## config.mk

```make
export PLATFORM = sky130hd
export DESIGN_NAME = nvm_data_ctrl
export DESIGN_NICKNAME = d
export VERILOG_FILES = /design/src/rtl/nvm_pkg.sv /design/src/rtl/nvm_array.sv /design/src/rtl/nvm_seq.sv /design/src/rtl/nvm_data_ctrl.sv
export SDC_FILE = /design/constraint.sdc
export NUM_CORES = 2
export LEC_CHECK = 0
export CAP_MARGIN = 30
export CORE_AREA = 2 2 431 433
export CTS_CLUSTER_DIAMETER = 150
export DETAILED_ROUTE_END_ITERATION = 7
export DIE_AREA = 0 0 433 435
export PLACE_DENSITY_LB_ADDON = 0.2
export SLEW_MARGIN = 20
export SYNTH_ARGS = -nofsm -noshare
export SYNTH_HDL_FRONTEND = slang
export SYNTH_SLANG_ARGS = --single-unit
export TNS_END_PERCENT = 1
```

## constraint.sdc

```tcl
create_clock -name clk -period 4.9 [get_ports clk]
set_input_delay 0.98 -clock clk [delete_from_list [all_inputs] [get_ports clk]]
set_output_delay 0.98 -clock clk [all_outputs]
set_load 0.1 [all_outputs]
```

## src/rtl/nvm_pkg.sv

```systemverilog
package nvm_pkg;

    typedef enum logic [1:0] {
        ST_IDLE  = 2'd0,
        ST_WRITE = 2'd1,
        ST_READ  = 2'd2
    } nvm_state_e;

    localparam logic [1:0] SEL_CTRL = 2'd0;
    localparam logic [1:0] SEL_ADDR = 2'd1;
    localparam logic [1:0] SEL_DATA = 2'd2;

    localparam int BIT_RD_GO = 0;
    localparam int BIT_RD_EN = 1;
    localparam int BIT_WR_GO = 2;
    localparam int BIT_WR_EN = 3;

endpackage

```

## src/rtl/nvm_array.sv

```systemverilog
module nvm_array #(
    parameter int ADDR_W = 8,
    parameter int DATA_W = 8
) (
    input  logic              clk,
    input  logic              we,
    input  logic [ADDR_W-1:0] addr,
    input  logic [DATA_W-1:0] wdata,
    output logic [DATA_W-1:0] rdata
);
    localparam int DEPTH = 1 << ADDR_W;

    logic [DATA_W-1:0] cells [DEPTH];

    always_ff @(posedge clk) begin
        if (we) begin
            cells[addr] <= wdata;
        end
    end

    assign rdata = cells[addr];
endmodule

```

## src/rtl/nvm_seq.sv

```systemverilog
module nvm_seq
    import nvm_pkg::*;
#(
    parameter int WRITE_CYCLES = 16,
    parameter int READ_CYCLES  = 2
) (
    input  logic clk,
    input  logic rst_n,
    input  logic ctrl_acc,
    input  logic req_wr,
    input  logic req_rd,
    input  logic wren_q,
    input  logic rden_q,
    output logic idle,
    output logic wr_busy,
    output logic rd_busy,
    output logic commit,
    output logic load
);
    localparam int MAX_CYC = (WRITE_CYCLES > READ_CYCLES) ? WRITE_CYCLES : READ_CYCLES;
    localparam int CNT_W   = $clog2(MAX_CYC + 1);

    nvm_state_e state, state_nxt;
    logic [CNT_W-1:0] cnt;
    logic start_wr, start_rd, cnt_zero;

    assign start_wr = ctrl_acc && req_wr && !req_rd && wren_q;
    assign start_rd = ctrl_acc && req_rd && !req_wr && rden_q;
    assign cnt_zero = (cnt == '0);

    always_ff @(posedge clk or negedge rst_n) begin
        if (!rst_n) begin
            state <= ST_IDLE;
        end else begin
            state <= state_nxt;
        end
    end

    always_ff @(posedge clk or negedge rst_n) begin
        if (!rst_n) begin
            cnt <= '0;
        end else if (state == ST_IDLE) begin
            if (start_wr) begin
                cnt <= CNT_W'(WRITE_CYCLES - 1);
            end else if (start_rd) begin
                cnt <= CNT_W'(READ_CYCLES - 1);
            end
        end else if (!cnt_zero) begin
            cnt <= cnt - 1'b1;
        end
    end

    always_comb begin
        state_nxt = state;
        unique case (state)
            ST_IDLE: begin
                if (start_wr) begin
                    state_nxt = ST_WRITE;
                end else if (start_rd) begin
                    state_nxt = ST_READ;
                end
            end
            ST_WRITE: if (cnt_zero) state_nxt = ST_IDLE;
            ST_READ:  if (cnt_zero) state_nxt = ST_IDLE;
            default:  state_nxt = ST_IDLE;
        endcase
    end

    always_comb begin
        idle    = 1'b0;
        wr_busy = 1'b0;
        rd_busy = 1'b0;
        commit  = 1'b0;
        load    = 1'b0;
        unique case (state)
            ST_IDLE:  idle = 1'b1;
            ST_WRITE: begin
                wr_busy = 1'b1;
                commit  = cnt_zero;
            end
            ST_READ: begin
                rd_busy = 1'b1;
                load    = cnt_zero;
            end
            default: idle = 1'b1;
        endcase
    end
endmodule

```

## src/rtl/nvm_data_ctrl.sv

```systemverilog
module nvm_data_ctrl
    import nvm_pkg::*;
#(
    parameter int ADDR_W       = 8,
    parameter int WRITE_CYCLES = 16,
    parameter int READ_CYCLES  = 2
) (
    input  logic       clk,
    input  logic       rst_n,
    input  logic       bus_sel,
    input  logic       bus_we,
    input  logic [1:0] bus_addr,
    input  logic [7:0] bus_wdata,
    output logic [7:0] bus_rdata
);
    logic              wren_q, rden_q;
    logic [ADDR_W-1:0] addr_q;
    logic [7:0]        data_q;
    logic [7:0]        rd_byte;
    logic [7:0]        addr_view;
    logic              idle, wr_busy, rd_busy, commit, load;
    logic              bus_wr, ctrl_acc, addr_acc, data_acc;

    assign bus_wr   = bus_sel && bus_we && idle;
    assign ctrl_acc = bus_wr && (bus_addr == SEL_CTRL);
    assign addr_acc = bus_wr && (bus_addr == SEL_ADDR);
    assign data_acc = bus_wr && (bus_addr == SEL_DATA);

    nvm_seq #(
        .WRITE_CYCLES (WRITE_CYCLES),
        .READ_CYCLES  (READ_CYCLES)
    ) u_seq (
        .clk      (clk),
        .rst_n    (rst_n),
        .ctrl_acc (ctrl_acc),
        .req_wr   (bus_wdata[BIT_WR_GO]),
        .req_rd   (bus_wdata[BIT_RD_GO]),
        .wren_q   (wren_q),
        .rden_q   (rden_q),
        .idle     (idle),
        .wr_busy  (wr_busy),
        .rd_busy  (rd_busy),
        .commit   (commit),
        .load     (load)
    );

    nvm_array #(
        .ADDR_W (ADDR_W),
        .DATA_W (8)
    ) u_array (
        .clk   (clk),
        .we    (commit),
        .addr  (addr_q),
        .wdata (data_q),
        .rdata (rd_byte)
    );

    always_ff @(posedge clk or negedge rst_n) begin
        if (!rst_n) begin
            wren_q <= 1'b0;
            rden_q <= 1'b0;
        end else if (ctrl_acc) begin
            wren_q <= bus_wdata[BIT_WR_EN];
            rden_q <= bus_wdata[BIT_RD_EN];
        end
    end

    always_ff @(posedge clk) begin
        if (addr_acc) begin
            addr_q <= bus_wdata[ADDR_W-1:0];
        end
    end

    always_ff @(posedge clk) begin
        if (load) begin
            data_q <= rd_byte;
        end else if (data_acc) begin
            data_q <= bus_wdata;
        end
    end

    always_comb begin
        addr_view = '0;
        addr_view[ADDR_W-1:0] = addr_q;
    end

    always_comb begin
        unique case (bus_addr)
            SEL_CTRL: bus_rdata = {4'b0000, wren_q, wr_busy, rden_q, rd_busy};
            SEL_ADDR: bus_rdata = addr_view;
            SEL_DATA: bus_rdata = data_q;
            default:  bus_rdata = 8'h00;
        endcase
    end
endmodule

```

==> impl_summary.txt <==
----------------------------------------------------
[Status]
  Status ... finished, final reports clean

[Synth]
  Async set-or-reset flop fraction in the synthesized netlist ... 0.432%
  Synth Warn # ... 0
  Sequential element share of the synthesized area ... 75.7%
  Most used flip-flop cell after synthesis ... sky130_fd_sc_hd__edfxtp_1
  Number of synthesized flops with an enable pin ... 2,064
  Synth area leaders ... sky130_fd_sc_hd__edfxtp_1, sky130_fd_sc_hd__mux4_2, sky130_fd_sc_hd__mux2i_1, sky130_fd_sc_hd__mux4_1, sky130_fd_sc_hd__nor2_1
  Fraction of synthesized cell area taken by the top area cell type ... 75.2%
  Most instantiated cells after synthesis ... sky130_fd_sc_hd__edfxtp_1, sky130_fd_sc_hd__mux2i_1, sky130_fd_sc_hd__nor2_1
  Count of cell types in the netlist ... 79
  Top-count cell post-synth ... sky130_fd_sc_hd__edfxtp_1
  Post-synthesis instance total ... 4,137
  Cell area after technology mapping ... 82,400 um2
  Dominant cell type by area after synthesis ... sky130_fd_sc_hd__edfxtp_1
  Post-synthesis sequential element count ... 2,081
  Synth Net Count ... 4,155
  Mapped Avg Cell Area ... 19.9 um2

[Timing]
  Count of final max-slew check failures ... 0
  Final hold viol count ... 0
  Worst Slack Setup Final ... 937 ps
  Setup repair after global routing missed its margin ... false
  Final Critical Period ... 3960 ps
  Final count of negative-setup-slack endpoints ... 0
  Achievable frequency ... 252 MHz
  Pin slew with the least headroom to its limit ... 1090 ps
  Worst Skew ... 31.0 ps
  Slew HR ... 27.0%
  Setup TNS ... 0 ps
  Final period util ... 80.9%

[Setup path]
  Reg-to-reg endpoint ... data_q[2]$_DFFE_PP_
  Slowest cell delay on critical path ... 680 ps
  Chain of cells forming the critical path ... buf_12, buf_4, mux4_2, mux2_2, a2111oi_0, buf_4, a221oi_1, a32oi_1, buf_4, o31ai_1
  Kind of start point of the critical path ... flop
  Register-to-Register Path Depth ... 10
  Sort of element at the end of the critical path ... flop
  Critical-path cell with the highest stage delay ... sky130_fd_sc_hd__dfxtp_4
  WP data required ... 5470 ps
  Register-to-register setup slack ... 940 ps
  Worst Path Max Fanout ... 24
  CP arrival ... 4530 ps
  Cell repeated most along the worst path ... sky130_fd_sc_hd__buf_4
  Crit Path Category ... flop to flop

[CTS]
  H-tree levels ... 4
  Number of buffers inserted during clock tree synthesis ... 208
  Number of resized instances in the post-cts repair step ... 0
  Master cell of the clock root buffer ... sky130_fd_sc_hd__clkbuf_16
  Worst-case clock buffer depth ... 3
  CTS Hold Bufs ... 0
  Clock net sink count ... 2,081
  Insertion delay of the later-clocked pin in the worst-skew pair ... 860 ps
  Post CTS Setup Buffer Count ... 0
  CTS tree ... built
  CTS clock-pin slew for the worst setup and hold paths ... 60 ps

[Place]
  Sum of net half-perimeters after detailed placement ... 135 mm
  Routability cong. ... 0.907
  Worst slack, placed ... 943 ps
  Number of I/O port buffers ... 21
  Placed insts ... 6,584

[Run]
  Maximum capacitance violations ... 0

[Drt]
  Antenna-violating nets left ... 0
  Iteration-0 DRC Markers ... 5,115
  Detailed Route WL ... 218 mm
  Via/cell ratio ... 5.95
  Detailed-route via count ... 41.6k
  Number of design rule violations left after detail routing ... 0
  WL per Instance ... 31.2 um
  First-pass detailed-route iteration total ... 6

[Final layout]
  Non-filler instance count after layout ... 6,983
  Fraction of final layout cells with drive strength greater than 1 ... 19.4%
  Final net count ... 4,338
  Fill cells ... 14.8k
  Area of combinational cells with multiple inputs ... 18,000 um2
  Area growth, synth to finish ... 12.1%
  Footprint of the flip-flops and latches ... 62,400 um2

[Power and ir drop]
  Largest voltage drop on the vdd net ... 0.306 mV
  Portion of total power attributed to sequential cells ... 52.3%
  PnR Total Power ... 38.9 mW
  Pwr per Cell Area ... 421 nW/um2
  Part of the total power dissipated in combinational logic ... 7.1%
  P_int ... 29.9 mW
  Proportion of total power due to net switching ... 23.1%
  Cell leakage power ... 29.6 nW
  Clock network power share ... 40.5%
  Switching Power ... 9.00 mW

[Floorplan]
  Vertical die dimension ... 435 um
  Count of boundary I/O pins ... 22
  Core region area ... 184,000 um2
  Number of rows created at floorplan ... 158
  Total die area ... 188,000 um2
  Initial core utilization ... 44.8%
  Die width ... 433 um

[GRT]
  Global-route wire length before repair ... 309 mm
  Pin count of the biggest net entering global routing ... 189
  GRT overflow ... 0
  All-Layer GR Usage ... 23.0%
  Number of antenna violations at the first check in global routing ... 10
  Vias in the first global route ... 41.3k

[Hold path]
  Worst hold-check path type ... primary input to asynchronous set/reset pin

----------------------------------------------------
==> layer usage <==
layer | GRT usage [%] | share of wire, % | up-vias
met4 | 7.25 | 3.1 | 0
met2 | 36.0 | 47 | 1645
met5 | 0 | 0 | -
met1 | 32.3 | 42 | 22100
li1 | - | - | 17500
met3 | 4.93 | 7.2 | 339
==> worst max-delay path: cells and delay by family (launching register included) <==
kind / cells / cell delay (ps)
buf+inv: 4 / 1110
compound gates: 4 / 1030
mux: 2 / 850
flops: 1 / 680
==> cell usage in the layout (no fill, tap or decap), types with 49 or more instances in the layout <==
| master | Yosys | layout |
|---|---|---|
| sky130_fd_sc_hd__o221ai_1 | 53 | 53 |
| sky130_fd_sc_hd__mux2i_1 | 401 | 401 |
| sky130_fd_sc_hd__nor2_1 | 285 | 284 |
| sky130_fd_sc_hd__clkinv_1 | 0 | 50 |
| sky130_fd_sc_hd__clkinv_2 | 0 | 54 |
| sky130_fd_sc_hd__edfxtp_1 | 2064 | 2064 |
| sky130_fd_sc_hd__a211oi_1 | 53 | 53 |
| sky130_fd_sc_hd__nand2_1 | 96 | 94 |
| sky130_fd_sc_hd__buf_4 | 29 | 179 |
| sky130_fd_sc_hd__mux4_1 | 65 | 65 |
| sky130_fd_sc_hd__o22ai_1 | 114 | 114 |
| sky130_fd_sc_hd__mux2_2 | 56 | 56 |
| sky130_fd_sc_hd__clkbuf_16 | 0 | 209 |
| sky130_fd_sc_hd__mux4_2 | 249 | 249 |
| sky130_fd_sc_hd__a21oi_1 | 55 | 55 |
| sky130_fd_sc_hd__o21ai_0 | 53 | 49 |
==> cells by family (layout without fill, tap and decap cells) <==
| logic type | after synthesis | in the layout | share of synthesized area (%) |
|---|---|---|---|
| flip-flops | 2081 | 2081 | 75.7 |
| other | 0 | 2 | 0 |
| XOR/XNOR | 1 | 1 | 0.0106 |
| AO/OA/AOI/OAI | 491 | 491 | 4.27 |
| AND/OR/NAND/NOR | 526 | 526 | 2.87 |
| buffers and inverters | 263 | 627 | 2.58 |
| multiplexers | 771 | 771 | 14.5 |
| adder cells (fa/ha/maj) | 4 | 4 | 0.0607 |
==> registers in the layout, indices dropped and copies added, names as in the netlist, named ones only <==
register       flops
rden_q             1
data_q             8
addr_q             8
u_seq.state        2
u_array.cells   2048
wren_q             1
u_seq.cnt          5
==> worst max-delay path by stage <==
stage | startpoint | end | slack, ps
final | flop | data_q[2]$_DFFE_PP_ | 940
after global routing | flop | data_q[2]$_DFFE_PP_ | 790
after CTS | flop | data_q[2]$_DFFE_PP_ | 940
after detailed placement | flop | data_q[7]$_DFFE_PP_ | 940
after global placement | flop | data_q[3]$_DFFE_PP_ | 800
after floorplan | data_q[4]$_DFFE_PP_ | bus_rdata[4] | -220
==> final cells by class <==
| cell class | count | share of cell area, % |
|---|---|---|
| timing repair buffer | 226 | 2.31 |
| multi-input combinational | 1793 | 19.4 |
| antenna | 2 | 0.00542 |
| clock inverter | 144 | 1.46 |
| clock buffer | 247 | 5.87 |
| inverter | 10 | 0.0420 |
| tap | 2480 | 3.36 |
| sequential | 2081 | 67.5 |
==> per-stage QoR <==
step                area, um2  util (%)  hold slack (ps)
finish                  92400      50.2              477
global route            92400      50.2              481
CTS                     92300      50.1              436
detailed placement      85500      46.5              504
global placement        85400      46.4              495
floorplan               82400         -              472
==> power groups by stage <==
stage                     logic [mW]  registers (mW)  clock network (mW)
after global routing            2.94            20.4                16.7
final                           2.78            20.4                15.8
after global placement          2.70            20.8                   0
after floorplan                 1.18            21.3                   0
after CTS                       2.76            20.4                16.0
after detailed placement        2.76            20.8                   0
No activity file was read; power rests on OpenSTA's default activity.
